`src/rtl/eth_rx_stats_pkg.sv`:
```
package eth_rx_stats_pkg;

  localparam int unsigned NUM_CNT   = 16;
  localparam int unsigned LEN_W     = 16;
  localparam int unsigned ADDR_W    = 5;
  localparam int unsigned CNT_IDX_W = $clog2(NUM_CNT);
  localparam int unsigned NUM_BINS  = 6;

  localparam logic [LEN_W-1:0] MIN_LEN  = 16'd64;
  localparam logic [LEN_W-1:0] STD_MAX  = 16'd1518;
  localparam logic [LEN_W-1:0] VLAN_MAX = 16'd1522;

  // upper edge of each length bin; lower edge is the previous upper edge + 1
  localparam logic [LEN_W-1:0] BIN_HI [NUM_BINS] =
    '{16'd64, 16'd127, 16'd255, 16'd511, 16'd1023, 16'd1518};

  // counter indices (also carry bit positions and read addresses)
  localparam int unsigned IDX_VLAN_OK = NUM_BINS;
  localparam int unsigned IDX_BYTES   = 7;
  localparam int unsigned IDX_PKTS    = 8;
  localparam int unsigned IDX_MCAST   = 9;
  localparam int unsigned IDX_BCAST   = 10;
  localparam int unsigned IDX_FRAG    = 11;
  localparam int unsigned IDX_UNDER   = 12;
  localparam int unsigned IDX_OVER    = 13;
  localparam int unsigned IDX_JAB     = 14;
  localparam int unsigned IDX_ALIGN   = 15;

  localparam logic [ADDR_W-1:0] CARRY_ADDR = 5'd16;
  localparam logic [ADDR_W-1:0] MASK_ADDR  = 5'd17;

  typedef enum logic [1:0] {
    CAST_UNI   = 2'd0,
    CAST_MULTI = 2'd1,
    CAST_BROAD = 2'd2,
    CAST_RSVD  = 2'd3
  } castType_e;

  // strobes from control to datapath
  typedef struct packed {
    logic               clr;
    logic [NUM_CNT-1:0] inc;
    logic [LEN_W-1:0]   addBytes;
    logic [NUM_CNT-1:0] carryClr;
    logic               maskWe;
    logic [NUM_CNT-1:0] maskData;
    logic               rdEn;
    logic [ADDR_W-1:0]  rdAddr;
  } statStrobe_t;

endpackage

```
`src/rtl/eth_rx_stats_ctrl.sv`:
```
module eth_rx_stats_ctrl
  import eth_rx_stats_pkg::*;
(
  input  logic               rptValid,
  input  logic [LEN_W-1:0]   rptLen,
  input  logic               rptFcsOk,
  input  logic               rptIntegral,
  input  logic               rptVlan,
  input  logic [1:0]         rptCast,
  input  logic               clearAll,
  input  logic               regRd,
  input  logic               regWr,
  input  logic [ADDR_W-1:0]  regAddr,
  input  logic [NUM_CNT-1:0] regWrData,
  output statStrobe_t        strobe
);

  logic [NUM_BINS-1:0] binHit;
  logic [LEN_W-1:0]    maxLen;
  logic                isShort, isLong, inRange, goodFrm, badFrm, vlanBand;

  // length bins, built from the edge table
  for (genvar b = 0; b < NUM_BINS; b++) begin : g_bin
    if (b == 0) begin : g_first
      assign binHit[b] = (rptLen >= MIN_LEN) && (rptLen <= BIN_HI[0]);
    end else begin : g_rest
      assign binHit[b] = (rptLen > BIN_HI[b-1]) && (rptLen <= BIN_HI[b]);
    end
  end

  assign maxLen   = rptVlan ? VLAN_MAX : STD_MAX;
  assign isShort  = rptLen < MIN_LEN;
  assign isLong   = rptLen > maxLen;
  assign inRange  = !isShort && !isLong;
  assign goodFrm  = rptValid && rptFcsOk;
  assign badFrm   = rptValid && !rptFcsOk;
  assign vlanBand = (rptLen > STD_MAX) && (rptLen <= VLAN_MAX);

  always_comb begin
    strobe = '0;
    strobe.clr                   = clearAll;
    strobe.addBytes              = rptLen;
    strobe.inc[NUM_BINS-1:0]     = binHit & {NUM_BINS{rptValid}};
    strobe.inc[IDX_VLAN_OK]      = goodFrm && rptVlan && vlanBand;
    strobe.inc[IDX_BYTES]        = rptValid;
    strobe.inc[IDX_PKTS]         = rptValid;
    strobe.inc[IDX_MCAST]        = goodFrm && inRange && (rptCast == CAST_MULTI);
    strobe.inc[IDX_BCAST]        = goodFrm && inRange && (rptCast == CAST_BROAD);
    strobe.inc[IDX_FRAG]         = badFrm && isShort;
    strobe.inc[IDX_UNDER]        = goodFrm && isShort;
    strobe.inc[IDX_OVER]         = goodFrm && isLong;
    strobe.inc[IDX_JAB]          = badFrm && isLong;
    strobe.inc[IDX_ALIGN]        = badFrm && inRange && !rptIntegral;
    strobe.carryClr              = (regWr && regAddr == CARRY_ADDR) ? regWrData : '0;
    strobe.maskWe                = regWr && (regAddr == MASK_ADDR);
    strobe.maskData              = regWrData;
    strobe.rdEn                  = regRd;
    strobe.rdAddr                = regAddr;
  end

endmodule

```
`src/rtl/eth_rx_stats_dp.sv`:
```
module eth_rx_stats_dp
  import eth_rx_stats_pkg::*;
#(
  parameter int unsigned CNT_W = 32
) (
  input  logic                           clk,
  input  logic                           rstN,
  input  statStrobe_t                    strobe,
  output logic [NUM_CNT-1:0][CNT_W-1:0]  cntArr,
  output logic [NUM_CNT-1:0]             carryVec,
  output logic [NUM_CNT-1:0]             maskVec,
  output logic [CNT_W-1:0]               rdData,
  output logic                           ovfIrq
);

  localparam int unsigned SUM_W = ((CNT_W > LEN_W) ? CNT_W : LEN_W) + 1;

  logic [NUM_CNT-1:0] wrapHit;

  for (genvar g = 0; g < NUM_CNT; g++) begin : g_cnt
    logic [CNT_W-1:0] cntQ;
    logic [SUM_W-1:0] stepVal, sumVal;

    if (g == IDX_BYTES) begin : g_byteStep
      assign stepVal = SUM_W'(strobe.addBytes);
    end else begin : g_unitStep
      assign stepVal = SUM_W'(1);
    end

    assign sumVal     = SUM_W'(cntQ) + stepVal;
    assign wrapHit[g] = strobe.inc[g] && (sumVal[SUM_W-1:CNT_W] != '0);
    assign cntArr[g]  = cntQ;

    always_ff @(posedge clk or negedge rstN) begin
      if (!rstN)              cntQ <= '0;
      else if (strobe.clr)    cntQ <= '0;
      else if (strobe.inc[g]) cntQ <= sumVal[CNT_W-1:0];
    end
  end

  // carry bits: write-one-to-clear, a new overflow wins
  always_ff @(posedge clk or negedge rstN) begin
    if (!rstN)           carryVec <= '0;
    else if (strobe.clr) carryVec <= '0;
    else                 carryVec <= (carryVec & ~strobe.carryClr) | wrapHit;
  end

  always_ff @(posedge clk or negedge rstN) begin
    if (!rstN)              maskVec <= '0;
    else if (strobe.maskWe) maskVec <= strobe.maskData;
  end

  always_ff @(posedge clk or negedge rstN) begin
    if (!rstN) begin
      rdData <= '0;
    end else if (strobe.rdEn) begin
      if (strobe.rdAddr < ADDR_W'(NUM_CNT))
        rdData <= cntArr[strobe.rdAddr[CNT_IDX_W-1:0]];
      else if (strobe.rdAddr == CARRY_ADDR)
        rdData <= CNT_W'(carryVec);
      else if (strobe.rdAddr == MASK_ADDR)
        rdData <= CNT_W'(maskVec);
      else
        rdData <= '0;
    end
  end

  assign ovfIrq = |(carryVec & maskVec);

endmodule

```
`src/rtl/eth_rx_stats.sv`:
```
module eth_rx_stats
  import eth_rx_stats_pkg::*;
#(
  parameter int unsigned CNT_W = 32
) (
  input  logic               clk,
  input  logic               rstN,
  input  logic               rptValid,
  input  logic [LEN_W-1:0]   rptLen,
  input  logic               rptFcsOk,
  input  logic               rptIntegral,
  input  logic               rptVlan,
  input  logic [1:0]         rptCast,
  input  logic               clearAll,
  input  logic               regRd,
  input  logic               regWr,
  input  logic [ADDR_W-1:0]  regAddr,
  input  logic [NUM_CNT-1:0] regWrData,
  output logic [CNT_W-1:0]   regRdData,
  output logic               ovfIrq
);

  statStrobe_t                   strobe;
  logic [NUM_CNT-1:0][CNT_W-1:0] cntArr;
  logic [NUM_CNT-1:0]            carryVec;
  logic [NUM_CNT-1:0]            maskVec;

  eth_rx_stats_ctrl u_ctrl (
    .rptValid    (rptValid),
    .rptLen      (rptLen),
    .rptFcsOk    (rptFcsOk),
    .rptIntegral (rptIntegral),
    .rptVlan     (rptVlan),
    .rptCast     (rptCast),
    .clearAll    (clearAll),
    .regRd       (regRd),
    .regWr       (regWr),
    .regAddr     (regAddr),
    .regWrData   (regWrData),
    .strobe      (strobe)
  );

  eth_rx_stats_dp #(.CNT_W(CNT_W)) u_dp (
    .clk      (clk),
    .rstN     (rstN),
    .strobe   (strobe),
    .cntArr   (cntArr),
    .carryVec (carryVec),
    .maskVec  (maskVec),
    .rdData   (regRdData),
    .ovfIrq   (ovfIrq)
  );

endmodule

```
`config.mk`:
```
export PLATFORM = sky130hd
export DESIGN_NAME = eth_rx_stats
export DESIGN_NICKNAME = d
export VERILOG_FILES = /design/src/rtl/eth_rx_stats_pkg.sv /design/src/rtl/eth_rx_stats_ctrl.sv /design/src/rtl/eth_rx_stats_dp.sv /design/src/rtl/eth_rx_stats.sv
export SDC_FILE = /design/constraint.sdc
export NUM_CORES = 2
export LEC_CHECK = 0
export BUFFER_PORTS_ARGS = -buffer_cell sky130_fd_sc_hd__buf_2
export CORE_MARGIN = 2
export CORE_UTILIZATION = 30
export DETAILED_ROUTE_END_ITERATION = 16
export GPL_TIMING_DRIVEN = 1
export PLACE_DENSITY = 0.57
export SYNTH_ARGS = -nofsm -noshare
export SYNTH_HDL_FRONTEND = slang
export SYNTH_HIERARCHICAL = 1
export SYNTH_SLANG_ARGS = --single-unit
```
`constraint.sdc`:
```
create_clock -name clk -period 2.45 [get_ports clk]
set_clock_uncertainty 0.05 [all_clocks]
set_input_delay 0.49 -clock clk [delete_from_list [all_inputs] [get_ports clk]]
set_output_delay 0.49 -clock clk [all_outputs]
set_load 0.01 [all_outputs]
```
# After elaboration in Yosys (flattened, before gate mapping)
# Cells that the tools add are included.
[op_classes]
muxes = 40
eq_ne = 4
reduce_logical = 59
n_addsub = 16
n_bitwise = 5
magnitude_cmp = 18
[ops]
columns = ["cell", "count"]
rows = [
  ["$mux W32", 35],
  ["$add A32 B1 Y33 const B", 15],
  ["$bmux W32 S4", 1],
  ["$mux W16", 3],
  ["$logic_and A1 B1 Y1", 39],
  ["$add A32 B16 Y33", 1],
  ["$and A16 B16 Y16", 2],
  ["$gt A16 B7 Y1 const B", 2],
  ["$le A16 B11 Y1 const B", 2],
  ["$le A16 B7 Y1 const B", 2],
  ["$reduce_bool A2 Y1", 15],
  ["$ge A16 B7 Y1 const B", 1],
  ["$gt A16 B10 Y1 const B", 1],
  ["$gt A16 B11 Y1 const B", 1],
  ["$gt A16 B16 Y1", 1],
  ["$gt A16 B8 Y1 const B", 1],
  ["$gt A16 B9 Y1 const B", 1],
  ["$le A16 B10 Y1 const B", 1],
  ["$le A16 B8 Y1 const B", 1],
  ["$le A16 B9 Y1 const B", 1],
  ["$lt A16 B7 Y1 const B", 1],
  ["$not A16 Y16", 1],
  ["$or A16 B16 Y16", 1],
  ["$reduce_or A16 Y1", 1],
  ["8 further kinds", 12],
]
[word_totals]
ff_bits = 576
elab_cells = 161
inputBits = 48

# Depth between registers and ports, before layout
[depth]
depth_word = 9
mapped_depth = 13
ltp_nobuf = 12

# Modules after synthesis
# Netlist, hierarchy kept.
[by_module_without_submodules]
columns = ["mod", "instances", "seq_area_each_um2", "cells_per_inst", "area_each_um2"]
rows = [
  ["eth_rx_stats_dp", 1, 14413.8, 3085, 31709.2],
  ["eth_rx_stats_ctrl", 1, 0.0, 119, 808.3],
]

# Worst setup path after synthesis
# No wires, ideal clock.
[synth_path]
path_type = "input -> register"
start = "input rptVlan"
end = "register u_dp.g_cnt[9].cntQ[16]"
t_required_ns = 2.268
path_stages = 12
setup_time_ns = 0.132
slack_ns = -1.139
arrival_ns = 3.407
path_buffers = 0
cell_sequence = "inv_1 ha_1 nand4_1 or4_1 a31o_1 nor3_1 nand4_1 or4_1 or2_2 nor2_1 xnor2_1 nor2_1"
[synth_lines]
columns = ["item", "line_no", "text"]
rows = [
  ["from (decl)", "eth_rx_stats.sv:12", "input logic rptVlan,"],
  ["to (signal assigned)", "eth_rx_stats_dp.sv:37", "else if (strobe.inc[g]) cntQ <= sumVal[CNT_W-1:0];"],
  ["to (decl)", "eth_rx_stats_dp.sv:21", "logic [CNT_W-1:0] cntQ;"],
]

==> impl_metrics.ini <==
[synth]
synthTopCellsByCount = dfrtp_1 (576), nor2_1 (545), xor2_1 (266)
netlist_area_um2 = 32500
post-synth-top-count-cell = dfrtp_1
ys_async_sr_fraction_pct = 100
synth_flop_cell = dfrtp_1
synth_edf_count = 0
ys_ff_latch = 576
yosys-top-cells-area = dfrtp_1 (44%), mux4_2 (11%), xor2_1 (7.2%)
synth_area_per_cell_um2 = 10.1
yosysSeqAreaShare_pct = 44.3
ys_types = 75
synth_fp_nets = 3287
synth_cells = 3204
yosysTopAreaCell = dfrtp_1
yosys_warnings = 6
synth_top_area_share_pct = 44.3

[clock_tree]
htreeDepth = 3
clock_latency_ns = 0.64
clock_sinks = 576
clk_path_buf_depth = 3
path_clk_slew_ns = 0.06
numCtsBuffers = 69
clockRootBuffer = clkbuf_16
cts_tree = yes

[detailed_routing]
wl_um = 104000
wl_per_cell_um = 20.5
highest_layer = met5
ant_nets = 0
drc_errors = 0
drt_iter0_markers = 2520
wl_met1_um = 46600
routed_via_density = 5.18
route.met3.wl_um = 6900
drt_first_pass_iters = 7
route.met2.wl_um = 47500
num_vias = 26200

[setup_path]
crit_buf_inv = 3
crit_slowest_cell = or4_4
worstSetupStartpointType = primary input
worstSetupEndpointType = flop
crit_chain = buf_12, ha_4, nand4_1, or4_4, a31o_4, buf_6, nor3_4, and4_1, nand4_1, or4_4, buf_4, nor3_4, xnor2_1, nor2_1
path_delay_family = simple AND/OR/NAND/NOR gates
required_ns = 2.89
cpPeakStageDelay_ns = 0.47
arrival_ns = 3.33
crit_fanout = 4
path_class = in -> reg

[final_layout]
layout.cells.non_filler = 5060
final_nets = 3689
antennaDiodeCount = 0
drive_gt1_share_pct = 31.1
area_growth_syn_to_layout_pct = 29.4

[timing]
period_minus_slack_ns = 2.90
report.final.slew_viol_count = 0
setup_viol = 129
fin_ws_ns = -0.445
rsz0062_at_grt = yes
fmax_ghz = 0.345
finalHoldViolCount = 0
fin_tns_setup_ns = -24.11
slew_headroom_pct = 56.4
period_share_pct = 118
worstMarginPinSlew_ns = 0.654

[placement]
dp_hpwl_um = 76600
gp_congestion = 0.901
io_buffers = 80
place_inst = 4858

[floorplan]
start_util_pct = 30.3
core_area_um2 = 107000
placementRows = 120
dieArea_um2 = 111000
ioPinCount = 81
die_h_um = 333
die_w_um = 333

[global_route]
grt_max_degree = 110
antenna_found_initial = 12
grt_pass1_wl_um = 158000
grt_pass1_vias = 25500
grt_use_total_pct = 18.4
grt_overflow_total = 0

[power_and_ir_drop]
powerDensity_nw_per_um2 = 530
p_leak_nw = 17.8
finalPower_mw = 22.3
ir_drop_mv = 0.412

[outcome]
violations = negative setup slack
status = complete, but fails checks

[run]
max-cap-violations = 0

[hold_path]
hp-class = in -> reg
registers in the layout (all words and copies together), names as in the netlist:
name             count
u_dp/rdData         32
u_dp/g_cnt.cntQ    512
u_dp/maskVec        16
u_dp/carryVec       16
final cells by class:
type                            instances  area [um2]
Fill cell                           10400       65300
Multi-Input combinational cell       2383       19000
Sequential cell                       576       14400
Timing Repair Buffer                  496        4310
Clock buffer                          102        2040
Tap cell                             1403        1760
Inverter                               80         308
Clock inverter                         20         263
where the power goes:
group | leakage [nW] | switching, mW | internal [mW]
registers | 7.99 | 0.112 | 9.63
logic | 8.67 | 1.13 | 0.858
clock network | 1.13 | 4.28 | 6.31
final timing paths:
path,start,end,slack (ns),cells after the start
min in group asynchronous,rstN,u_dp/g_cnt[12].cntQ[6],0.48,3
hold reg to reg,u_dp/rdData[21],u_dp/rdData[21],0.47,2
max in group asynchronous,rstN,u_dp/g_cnt[0].cntQ[9],1.26,3
hold / removal,regWrData[13],u_dp/maskVec[13],0.05,2
setup / recovery,rptVlan,u_dp/g_cnt[10].cntQ[29],-0.45,14
setup reg to reg,u_dp/g_cnt[7].cntQ[9],u_dp/g_cnt[7].cntQ[22],0.02,7
layer usage:
layer / vias up / track usage, %
li1: 12000 / -
met1: 13300 / 26.7
met2: 694 / 28.5
met3: 129 / 3.02
met4: 6 / 4.97
met5: - / 0
kinds of logic after synthesis:
family / after synthesis / synth area share (%)
AOI/OAI and AO/OA: 247 / 4.43
buffers and inverters: 246 / 3.46
DFF: 576 / 44.3
xor gates and xnor gates: 424 / 11.4
adders and majority gates: 35 / 1.37
muxes: 217 / 13.0
and+or+nand+nor: 1459 / 22.0
worst reg2reg max path, delay by kind of cell, from the launching register on:
family	cells	cell delay (ns)
AO/OA/AOI/OAI	3	0.52
adder cells (fa/ha/maj)	1	0.34
flip-flops	1	0.38
multiplexers	1	0.34
AND/OR/NAND/NOR	2	0.69
metrics by stage:
stage | worst slack [ns] | cell area [um2] | hold slack (ns) | utilization, %
after global placement | -1.20 | 37700 | 0.450 | 35.1
after CTS | -0.373 | 40600 | 0.0284 | 37.8
final | -0.445 | 42100 | 0.0543 | 39.2
after detailed placement | -1.24 | 37700 | 0.462 | 35.1
after global routing | -0.537 | 42100 | 0.0502 | 39.2
after floorplan | -0.855 | 33400 | 0.144 | -
cell usage in the layout, fill, tap and decap left out, drive strengths merged, types with 16 or more instances in the layout:
cell	n
and4	49
dfrtp	576
and2	37
nor2	545
a21oi	94
nand4	126
ha	34
nand2b	29
a31oi	17
and3	92
xnor2	158
mux2i	22
o21ai	66
buf	495
mux4	160
clkbuf	102
xor2	266
inv	83
nor4	24
or3	65
nor2b	16
nor3	42
nand3	145
o22ai	24
nand2	252
mux2	35
repair_timing:
item | in CTS | in global routing
buffers inserted | 33 | 53
resized for setup | 104 | 244
endpoints found under the hold margin | 242 | 0
hold buffers | 1 | 0
gates cloned | 1 | 0
endpoints found under the setup margin | 188 | 285
pin swaps | 55 | 123
(Power assumes the default switching activity.)
